**config.mk**
```make
export PLATFORM = sky130hd
export DESIGN_NAME = swl_line_ctrl
export DESIGN_NICKNAME = d
export VERILOG_FILES = /design/src/rtl/swl_pkg.sv /design/src/rtl/swl_bit_timer.sv /design/src/rtl/swl_bus_fsm.sv /design/src/rtl/swl_line_shaper.sv /design/src/rtl/swl_line_ctrl.sv
export SDC_FILE = /design/constraint.sdc
export NUM_CORES = 1
export LEC_CHECK = 0
export ABC_AREA = 1
export ABC_CLOCK_PERIOD_IN_PS = 3700
export BUFFER_PORTS_ARGS = -buffer_cell sky130_fd_sc_hd__buf_2
export CAP_MARGIN = 0
export CORE_AREA = 2 2 57 59
export CTS_CLUSTER_DIAMETER = 150
export DETAILED_ROUTE_END_ITERATION = 7
export DIE_AREA = 0 0 59 61
export PLACE_DENSITY = 0.8
export SYNTH_ARGS = -nofsm -noshare
export SYNTH_HDL_FRONTEND = slang
export SYNTH_SLANG_ARGS = --single-unit
export TNS_END_PERCENT = 1
```
**constraint.sdc**
```tcl
create_clock -name clk -period 3.7 [get_ports clk]
set_input_delay 0.555 -clock clk [delete_from_list [all_inputs] [get_ports clk]]
set_output_delay 0.555 -clock clk [all_outputs]
set_load 0.02 [all_outputs]
```
**src/rtl/swl_pkg.sv**
```systemverilog
package swl_pkg;

  typedef enum logic [1:0] {
    BUS_OFF    = 2'd0,
    BUS_SUSP   = 2'd1,
    BUS_RESUME = 2'd2,
    BUS_ACTIVE = 2'd3
  } bus_state_e;

  // clocks in one bit period
  function automatic int unsigned period_len(input int unsigned q);
    return 4 * q;
  endfunction

  // position where the line falls for the given bit value
  function automatic int unsigned fall_point(input int unsigned q, input logic b);
    return b ? 3 * q : q;
  endfunction

  // position where the return channel is sampled
  function automatic int unsigned sample_point(input int unsigned q);
    return q >> 1;
  endfunction

endpackage

```
**src/rtl/swl_bit_timer.sv**
```systemverilog
module swl_bit_timer #(
  parameter int QW = 6
) (
  input  logic                clk,
  input  logic                rst_n,
  input  logic                run,
  input  logic [QW-1:0]       quarter_len,
  input  swl_pkg::bus_state_e state,
  output logic [QW+1:0]       cnt,
  output logic                period_end
);
  localparam int CW = QW + 2;

  logic [CW-1:0] cnt_q;

  assign period_end = run &&
    ((32'(cnt_q) + 32'd1) >= swl_pkg::period_len(32'(quarter_len)));
  assign cnt = cnt_q;

  always_ff @(posedge clk or negedge rst_n) begin
    if (!rst_n)                  cnt_q <= '0;
    else if (!run || period_end) cnt_q <= '0;
    else                         cnt_q <= cnt_q + 1'b1;
  end

  // a period that ends restarts at position zero
  p_wrap_r4: assert property (@(posedge clk) disable iff (!rst_n)
    period_end |=> (cnt_q == '0));

  // the counter is parked while the bus is off
  p_off_parked_r2: assert property (@(posedge clk) disable iff (!rst_n)
    (state == swl_pkg::BUS_OFF) |-> (cnt_q == '0));

endmodule

```
**src/rtl/swl_bus_fsm.sv**
```systemverilog
module swl_bus_fsm #(
  parameter int RESUME_IDLE = 8
) (
  input  logic                clk,
  input  logic                rst_n,
  input  logic                link_en,
  input  logic                resume_req,
  input  logic                suspend_req,
  input  logic                deact_req,
  input  logic                wake_clr,
  input  logic                s2_i,
  input  logic                period_end,
  output swl_pkg::bus_state_e state,
  output swl_pkg::bus_state_e state_nxt,
  output logic                transition,
  output logic                wake
);
  import swl_pkg::*;

  localparam int IW = $clog2(RESUME_IDLE + 1);

  bus_state_e    state_q, nxt;
  logic [IW-1:0] idx_q;
  logic          slave_wake;
  logic          wake_q;

  always_comb begin
    nxt        = state_q;
    slave_wake = 1'b0;
    unique case (state_q)
      BUS_OFF:    if (link_en) nxt = BUS_SUSP;
      BUS_SUSP: begin
        if (deact_req)       nxt = BUS_OFF;
        else if (s2_i) begin
          nxt        = BUS_ACTIVE;
          slave_wake = 1'b1;
        end
        else if (resume_req) nxt = BUS_RESUME;
      end
      BUS_RESUME: if (period_end) begin
        if (deact_req)                        nxt = BUS_OFF;
        else if (idx_q == IW'(RESUME_IDLE))   nxt = BUS_ACTIVE;
      end
      BUS_ACTIVE: if (period_end) begin
        if (deact_req)        nxt = BUS_OFF;
        else if (suspend_req) nxt = BUS_SUSP;
      end
      default: nxt = BUS_OFF;
    endcase
  end

  always_ff @(posedge clk or negedge rst_n) begin
    if (!rst_n) begin
      state_q <= BUS_OFF;
      idx_q   <= '0;
      wake_q  <= 1'b0;
    end else begin
      state_q <= nxt;
      if (state_q != BUS_RESUME) idx_q <= '0;
      else if (period_end)       idx_q <= idx_q + 1'b1;
      if (slave_wake)            wake_q <= 1'b1;
      else if (wake_clr)         wake_q <= 1'b0;
    end
  end

  assign state      = state_q;
  assign state_nxt  = nxt;
  assign transition = (state_q == BUS_RESUME) && (idx_q == '0);
  assign wake       = wake_q;

  // wake flag holds until cleared
  p_wake_sticky_r8: assert property (@(posedge clk) disable iff (!rst_n)
    (wake_q && !wake_clr) |=> wake_q);

  // slave current in suspend activates the bus
  p_slave_resume_r8: assert property (@(posedge clk) disable iff (!rst_n)
    (state_q == BUS_SUSP && s2_i && !deact_req) |=> (state_q == BUS_ACTIVE && wake_q));

  // no state change inside an active period
  p_hold_mid_period_r9: assert property (@(posedge clk) disable iff (!rst_n)
    (state_q == BUS_ACTIVE && !period_end) |=> (state_q == BUS_ACTIVE));

  // slave current is ignored while off
  p_off_ignores_s2_r10: assert property (@(posedge clk) disable iff (!rst_n)
    (state_q == BUS_OFF && !link_en) |=> (state_q == BUS_OFF));

endmodule

```
**src/rtl/swl_line_shaper.sv**
```systemverilog
module swl_line_shaper #(
  parameter int QW = 6
) (
  input  logic                clk,
  input  logic                rst_n,
  input  swl_pkg::bus_state_e state,
  input  swl_pkg::bus_state_e state_nxt,
  input  logic                transition,
  input  logic [QW+1:0]       cnt,
  input  logic                period_end,
  input  logic [QW-1:0]       quarter_len,
  input  logic                tx_valid,
  input  logic                tx_bit,
  input  logic                s2_i,
  output logic                tx_ready,
  output logic                s1,
  output logic                rx_valid,
  output logic                rx_bit
);
  import swl_pkg::*;

  logic cur_bit_q;
  logic sample_hit;
  logic rx_valid_q, rx_bit_q;
  logic high_phase;

  assign tx_ready   = period_end && (state_nxt == BUS_ACTIVE);
  assign high_phase = 32'(cnt) < fall_point(32'(quarter_len), cur_bit_q);
  assign sample_hit = (state == BUS_ACTIVE) &&
                      (32'(cnt) == sample_point(32'(quarter_len)));

  always_ff @(posedge clk or negedge rst_n) begin
    if (!rst_n)                  cur_bit_q <= 1'b0;
    else if (tx_ready)           cur_bit_q <= tx_valid & tx_bit;
    else if (state != BUS_ACTIVE) cur_bit_q <= 1'b0;
  end

  always_comb begin
    unique case (state)
      BUS_OFF:    s1 = 1'b0;
      BUS_SUSP:   s1 = 1'b1;
      BUS_RESUME: s1 = !transition && high_phase;
      BUS_ACTIVE: s1 = high_phase;
      default:    s1 = 1'b0;
    endcase
  end

  always_ff @(posedge clk or negedge rst_n) begin
    if (!rst_n) begin
      rx_valid_q <= 1'b0;
      rx_bit_q   <= 1'b0;
    end else begin
      rx_valid_q <= sample_hit;
      if (sample_hit) rx_bit_q <= s2_i;
    end
  end

  assign rx_valid = rx_valid_q;
  assign rx_bit   = rx_bit_q;

  // an accepted bit is always followed by an active period
  p_ready_active_r6: assert property (@(posedge clk) disable iff (!rst_n)
    tx_ready |=> (state == BUS_ACTIVE));

  // received strobes only follow active cycles
  p_rx_active_r7: assert property (@(posedge clk) disable iff (!rst_n)
    rx_valid_q |-> ($past(state) == BUS_ACTIVE));

  // sample taken while the line is high
  p_sample_high_r7: assert property (@(posedge clk) disable iff (!rst_n)
    sample_hit |-> s1);

  // the line never rises inside a running period
  p_no_mid_rise_r4: assert property (@(posedge clk) disable iff (!rst_n)
    (state == BUS_ACTIVE && !period_end && !s1) |=> (!s1 || state != BUS_ACTIVE));

endmodule

```
**src/rtl/swl_line_ctrl.sv**
```systemverilog
module swl_line_ctrl #(
  parameter int QW          = 6,
  parameter int RESUME_IDLE = 8
) (
  input  logic          clk,
  input  logic          rst_n,
  input  logic [QW-1:0] quarter_len,
  input  logic          link_en_i,
  input  logic          resume_i,
  input  logic          suspend_i,
  input  logic          deact_i,
  input  logic          wake_clr_i,
  input  logic          tx_valid_i,
  input  logic          tx_bit_i,
  output logic          tx_ready_o,
  input  logic          s2_i,
  output logic          s1_o,
  output logic          rx_valid_o,
  output logic          rx_bit_o,
  output logic [1:0]    bus_state_o,
  output logic          wake_o
);
  import swl_pkg::*;

  bus_state_e    state, state_nxt;
  logic          transition;
  logic          run;
  logic [QW+1:0] cnt;
  logic          period_end;

  assign run = (state == BUS_RESUME) || (state == BUS_ACTIVE);

  swl_bit_timer #(.QW(QW)) u_timer (
    .clk         (clk),
    .rst_n       (rst_n),
    .run         (run),
    .quarter_len (quarter_len),
    .state       (state),
    .cnt         (cnt),
    .period_end  (period_end)
  );

  swl_bus_fsm #(.RESUME_IDLE(RESUME_IDLE)) u_fsm (
    .clk         (clk),
    .rst_n       (rst_n),
    .link_en     (link_en_i),
    .resume_req  (resume_i),
    .suspend_req (suspend_i),
    .deact_req   (deact_i),
    .wake_clr    (wake_clr_i),
    .s2_i        (s2_i),
    .period_end  (period_end),
    .state       (state),
    .state_nxt   (state_nxt),
    .transition  (transition),
    .wake        (wake_o)
  );

  swl_line_shaper #(.QW(QW)) u_shaper (
    .clk         (clk),
    .rst_n       (rst_n),
    .state       (state),
    .state_nxt   (state_nxt),
    .transition  (transition),
    .cnt         (cnt),
    .period_end  (period_end),
    .quarter_len (quarter_len),
    .tx_valid    (tx_valid_i),
    .tx_bit      (tx_bit_i),
    .s2_i        (s2_i),
    .tx_ready    (tx_ready_o),
    .s1          (s1_o),
    .rx_valid    (rx_valid_o),
    .rx_bit      (rx_bit_o)
  );

  assign bus_state_o = state;

  // off state always drives the line low
  p_off_line_low_r9: assert property (@(posedge clk) disable iff (!rst_n)
    (bus_state_o == 2'd0) |-> !s1_o);

endmodule

```
==> Word level (Yosys, flattened, before mapping) <==
Index checks and enable logic that the tools add are counted.
{ "word_totals": {"mem_bits_ro": 0, "latch_bits": 0, "ram_bits": 0, "reg_bits": 18, "wordCells": 59, "mem_count": 0, "out_inout_bits": 7} }
{ "classes": {"add_sub_neg": 3, "div_mod_pow": 0, "shift": 0, "magnitude_cmp": 2, "n_reduce_logical": 14, "n_eq_ne": 8, "bitwise": 1, "mux": 23, "mul": 1} }
{ "op_table": {"columns": ["op", "count"], "rows": [
  [">= comparator 32 x 8 -> 1 bit", 1],
  ["less-than comparator 8 x 32 -> 1 bit", 1],
  ["2-to-1 mux 2 bit", 10],
  ["2-to-1 mux 8 bit", 2],
  ["adder 8 x 1 -> 9 bit, second input constant", 1],
  ["adder 8 x 1 -> 8 bit, second input constant", 1],
  ["equality test 8 x 5 -> 1 bit", 1],
  ["multiplier 2 x 6 -> 8 bit, first input constant", 1],
  ["2-to-1 mux 4 bit", 2],
  ["case mux 2 bit (4 select lines)", 1],
  ["2-to-1 mux 1 bit", 7],
  ["equality test 2 bit, second input constant", 3],
  ["nonzero test 2 bit", 3],
  ["logical AND 1 bit", 5],
  ["adder 4 x 1 -> 4 bit, second input constant", 1],
  ["equality test 4 bit, second input constant", 1],
  ["zero test 4 bit", 1],
  ["!= test 2 bit, second input constant", 2],
  ["case mux 1 bit (4 select lines)", 1],
  ["equality test 2 x 1 -> 1 bit, second input constant", 1],
  ["zero test 1 bit", 2],
  ["zero test 2 bit", 1],
  ["logical OR 1 bit", 2],
  ["bitwise AND 1 bit", 1]
]} }

==> Depth between registers and ports, before layout <==
{ "logic_depth": {"depth_word": 8, "mapped_depth": 18, "mapped_depth_nobuf": 18} }

==> Modules after synthesis <==
A second synthesis with hierarchy kept.
{ "hier_totals": {"hier_cells": 254, "hier_area_um2": 1715.4} }
{ "by_module_without_submodules": {"columns": ["mod", "seq_area_each_um2", "n_inst", "area_each_um2", "cells_per_inst"], "rows": [
  ["swl_line_shaper", 75.1, 1, 700.7, 116],
  ["swl_bit_timer", 200.2, 1, 591.8, 81],
  ["swl_bus_fsm", 175.2, 1, 419.2, 56],
  ["swl_line_ctrl", 0.0, 1, 3.8, 1]
]} }

==> Least setup slack after synthesis <==
OpenSTA, ideal clock, no wires.
{ "synth_path": {"path_kind": "input port to output port", "start": "input port quarter_len[0]", "end": "output port s1_o", "slack_ps": 684, "required_time_ps": 3145, "t_arrival_ps": 2461, "stages": 12, "cell_sequence": "ha_1 > inv_1 > fa_1 > o31ai_1 > xor2_1 > o21ai_0 > ha_1 > a21oi_1 > nand2_1 > nand3_1 > nand4_1 > nand2_1"} }
{ "synth_between": {"elab_chain_cells": 5} }
{ "synth_rtl": {"columns": ["element", "line_no", "text"], "rows": [
  ["start, declared", "swl_line_ctrl.sv:7", "input logic [QW-1:0] quarter_len,"],
  ["multiplier 2 x 6 -> 8 bit", "swl_pkg.sv:17", "return b ? 3 * q : q;"],
  ["2-to-1 mux 8 bit (*)", "swl_pkg.sv:17", null],
  ["less-than comparator 8 x 32 -> 1 bit (*)", "swl_line_shaper.sv:28", "assign high_phase = 32'(cnt) < fall_point(32'(quarter_len), cur_bit_q);"],
  ["logical AND 1 bit", "swl_line_shaper.sv:42", "BUS_RESUME: s1 = !transition && high_phase;"],
  ["case mux 1 bit (4 select lines) (*)", "swl_line_shaper.sv:39", "unique case (state)"],
  ["end, declared", "swl_line_ctrl.sv:17", "output logic s1_o,"]
]} }
Every way passes the cells marked *; elsewhere a longest branch is shown, timed or not.

==> Worst setup path in the final report <==
Ends and elaborated chain as after synthesis.

==> flow_summary.ini <==
[drt]
drt-total-wl_um = 3180
drc_violation_count_after_routing = 0
route.detailed.vias_per_inst = 5.20
drt_pass1_iterations = 4
routed-via-count = 1419
drt_first_iter_violations = 39
average_wire_per_cell_in_the_routed_design_um = 11.6
ant_nets = 0

[status]
run_status = finished, final reports clean

[pwr]
power.internal_mw = 0.365
part_of_the_total_power_dissipated_in_the_clock_network_pct = 14.6
seqPwrFrac_pct = 40.9
vdd_drop_max_mv = 0.287
power_density_mw_per_mm2 = 358
cellLeakagePower_nw = 1.01
switching_power_mw = 0.278
switching_fraction_pct = 43.2
comb_power_share_pct = 44.6

[timing]
fmax_mhz = 297
grt_setup_unrepaired = no
period_needed_ns = 3.37
maxSlewViolCount = 0
max_slew_margin_pct = 74.2
period_share_pct = 91.0
finalClockSkew_ns = 0.0127
least_margin_pin_slew_ns = 0.383
final_tns_setup_ns = 0
report.final.hold_viol_count = 0
setup_viols_final = 0
final_layout_worst_hold_slack_ns = 0.164

[global_route]
globalRoute.totalOverflow = 0
first_global_vias = 1318
track_usage_pct = 19.9
grt_pass1_wl_um = 5500
grt_max_degree = 19
grt_antenna_before_repair = 0

[floorplan]
fp.coreArea_mm2 = 0.00295
initial_utilization_pct = 54.8
io_pins = 23
die_x_um = 59
design.die.area_mm2 = 0.00360
row_count = 20
die_h_um = 61

[placement]
half_perimeter_wire_length_after_detailed_placement_um = 2680
gp_routability_congestion = 0.846
buffer_ports.inserted = 22

[logic_synthesis]
synth_area_in_xor_xnor_pct = 3.79
synth-async-reset-ratio_pct = 100
synth_top_cells_by_count = sky130_fd_sc_hd__nand2_1, sky130_fd_sc_hd__inv_1, sky130_fd_sc_hd__ha_1
post_synth.cell_area_avg_um2 = 7.53
synth_simple_gate_area_share_pct = 28.7
syn_nets = 255
synth_compound_area_share_pct = 10.7
synth-seq-area-share_pct = 27.8
netlist_instances = 215
register_bit_count_reported_by_yosys = 18
area_share_of_the_leading_cell_type_in_the_synthesized_netlist_pct = 27.8
synth_fa_ha_area_share_pct = 19.0
synth.area.top_cells = sky130_fd_sc_hd__dfrtp_1, sky130_fd_sc_hd__ha_1, sky130_fd_sc_hd__nand2_1
yosys.area.top_type = sky130_fd_sc_hd__dfrtp_1
synth_cell_types = 29
synth-edff-count = 0
synth.area.mux_share_pct = 0.696
largest_family_of_logic_cells_by_synthesized_area = simple AND/OR/NAND/NOR gates
synth_flop_cell = sky130_fd_sc_hd__dfrtp_1
yosys.cell_count.top_type = sky130_fd_sc_hd__nand2_1
syn_area_mm2 = 0.00162
synth_warnings = 0

[clocking]
htree_num_levels = 1
postCtsSetupRepairBufs = 0
cts_tree = built
maximum_clock_insertion_buffer_count = 2
numCtsBuffers = 3
clockRootBuffer = sky130_fd_sc_hd__clkbuf_4
cts_sinks = 18
insertion_delay_of_the_later_clocked_pin_in_the_worst_skew_pair_ns = 0.29
cts_hold_repair.buffers = 0
cts.reportedPaths.clkPinSlew_ns = 0.10
post_cts_resized = 0

[setup_path]
critPathKind = primary input to output port
critical_path_arrival_ns = 2.81
worstSetupStartpointType = primary input
crit_path_max_fanout = 3
crit_required_ns = 3.14
crit_path_end_kind = output port

[layout]
multi_input_area_mm2 = 0.00102
final.fill_count = 284
final-seq-area_um2 = 450
n_antenna_cell = 0
final_layout_size_suffix_gt1_share_pct = 17.9
areaGrowthSynthToFinish_pct = 10.7
final_nets = 282

[job]
maxCapViolations = 0

[min_path]
timing.hold.worst.class = primary input to async pin
==> area by class of cell <==
type	count	share of cell area, %
Clock buffer	3	1.26
Inverter	39	8.30
Multi-Input combinational cell	158	56.9
Sequential cell	18	25.1
Tap cell	33	2.30
Timing Repair Buffer	22	6.14
==> registers in the layout, summed over array words and instances (netlist names) <==
name / flops
u_fsm.wake: 1
u_timer.cnt: 8
u_fsm.state: 2
u_fsm.idx_q: 4
u_shaper.cur_bit_q: 1
u_shaper.rx_valid: 1
u_shaper.rx_bit: 1
==> worst max-delay path: stages <==
cell and delay, ns:
sky130_fd_sc_hd__buf_2 0.11, sky130_fd_sc_hd__ha_1 0.16, sky130_fd_sc_hd__inv_1 0.05, sky130_fd_sc_hd__fa_1 0.40
sky130_fd_sc_hd__o31ai_1 0.37, sky130_fd_sc_hd__xor2_1 0.17, sky130_fd_sc_hd__o21ai_0 0.10, sky130_fd_sc_hd__ha_1 0.30
sky130_fd_sc_hd__a21oi_1 0.15, sky130_fd_sc_hd__nand2_1 0.07, sky130_fd_sc_hd__nand3_1 0.07, sky130_fd_sc_hd__nand4_1 0.07
sky130_fd_sc_hd__nand2_1 0.07, sky130_fd_sc_hd__buf_2 0.16
==> power groups by stage <==
stage / Clock (mW) / Sequential (mW) / Combinational [mW]
2_1_floorplan: 0 / 0.276 / 0.189
3_3_place_gp: 0 / 0.265 / 0.280
3_5_place_dp: 0 / 0.266 / 0.285
4_1_cts: 0.0966 / 0.263 / 0.287
5_1_grt: 0.103 / 0.269 / 0.332
6_report: 0.0936 / 0.262 / 0.286
==> metrics by stage <==
step | power (mW) | utilization, % | worst slack [ns] | area, um2 | instances
2_1_floorplan | 0.465 | - | 0.684 | 1620 | 215
3_3_place_gp | 0.545 | 60.0 | 0.394 | 1770 | 270
3_5_place_dp | 0.552 | 60.0 | 0.345 | 1770 | 270
4_1_cts | 0.647 | 60.7 | 0.322 | 1790 | 273
5_1_grt | 0.704 | 60.7 | 0.0872 | 1790 | 273
6_report | 0.642 | 60.7 | 0.332 | 1790 | 273
==> worst paths after layout <==
| path | start | end | slack [ns] | depth (start not counted) |
|---|---|---|---|---|
| hold / removal | rst_n | u_fsm.state[0] | 0.16 | 1 |
| hold reg to reg | u_shaper.rx_bit | u_shaper.rx_bit | 0.53 | 1 |
| max in group asynchronous | rst_n | u_timer.cnt[2] | 3.24 | 1 |
| setup reg to reg | u_timer.cnt[1] | u_shaper.cur_bit_q | 1.19 | 18 |
| setup / recovery | quarter_len[0] | s1_o | 0.33 | 14 |
| min in group clk | wake_clr_i | u_fsm.wake | 0.43 | 2 |
==> per-layer routing <==
metal  track usage (%)  share of wire (%)  up-vias
met5                 0                  0        -
met4              4.87               0.94        0
met3              2.56                2.3        4
met2              34.0                 47       16
met1              27.0                 50      648
li1                  -                  -      751
==> cell usage in the layout (no fill, tap or decap) <==
| cell | Yosys | final |
|---|---|---|
| sky130_fd_sc_hd__o31ai_1 | 1 | 1 |
| sky130_fd_sc_hd__mux2_2 | 1 | 1 |
| sky130_fd_sc_hd__inv_1 | 34 | 34 |
| sky130_fd_sc_hd__nand3_2 | 1 | 1 |
| sky130_fd_sc_hd__nand2_2 | 4 | 4 |
| sky130_fd_sc_hd__nand4_1 | 5 | 5 |
| sky130_fd_sc_hd__nand4_4 | 2 | 2 |
| sky130_fd_sc_hd__xor2_1 | 3 | 3 |
| sky130_fd_sc_hd__o22ai_1 | 2 | 2 |
| sky130_fd_sc_hd__nor2_4 | 1 | 1 |
| sky130_fd_sc_hd__o21ai_0 | 14 | 14 |
| sky130_fd_sc_hd__or2_2 | 2 | 2 |
| sky130_fd_sc_hd__clkinv_1 | 1 | 1 |
| sky130_fd_sc_hd__o21bai_1 | 1 | 1 |
| sky130_fd_sc_hd__nand2_1 | 42 | 42 |
| sky130_fd_sc_hd__inv_2 | 3 | 3 |
| sky130_fd_sc_hd__and3_2 | 1 | 1 |
| sky130_fd_sc_hd__nor2_1 | 20 | 20 |
| sky130_fd_sc_hd__nand3_4 | 1 | 1 |
| sky130_fd_sc_hd__fa_1 | 1 | 1 |
| sky130_fd_sc_hd__dfrtp_1 | 18 | 18 |
| sky130_fd_sc_hd__ha_1 | 23 | 23 |
| sky130_fd_sc_hd__a22oi_1 | 1 | 1 |
| sky130_fd_sc_hd__a21oi_1 | 12 | 12 |
| sky130_fd_sc_hd__xnor2_1 | 4 | 4 |
| sky130_fd_sc_hd__nand3_1 | 13 | 13 |
| sky130_fd_sc_hd__clkbuf_4 | 0 | 3 |
| sky130_fd_sc_hd__buf_2 | 0 | 22 |
| sky130_fd_sc_hd__a21oi_2 | 1 | 1 |
| sky130_fd_sc_hd__inv_4 | 1 | 1 |
| sky130_fd_sc_hd__nor3_1 | 2 | 2 |
==> logic make-up after synthesis <==
logic type	after synthesis
flip-flops	18
multiplexers	1
XOR/XNOR	7
AO/OA/AOI/OAI	32
buffers and inverters	39
adder cells (fa/ha/maj)	24
AND/OR/NAND/NOR	94
(Power assumes the default switching activity.)
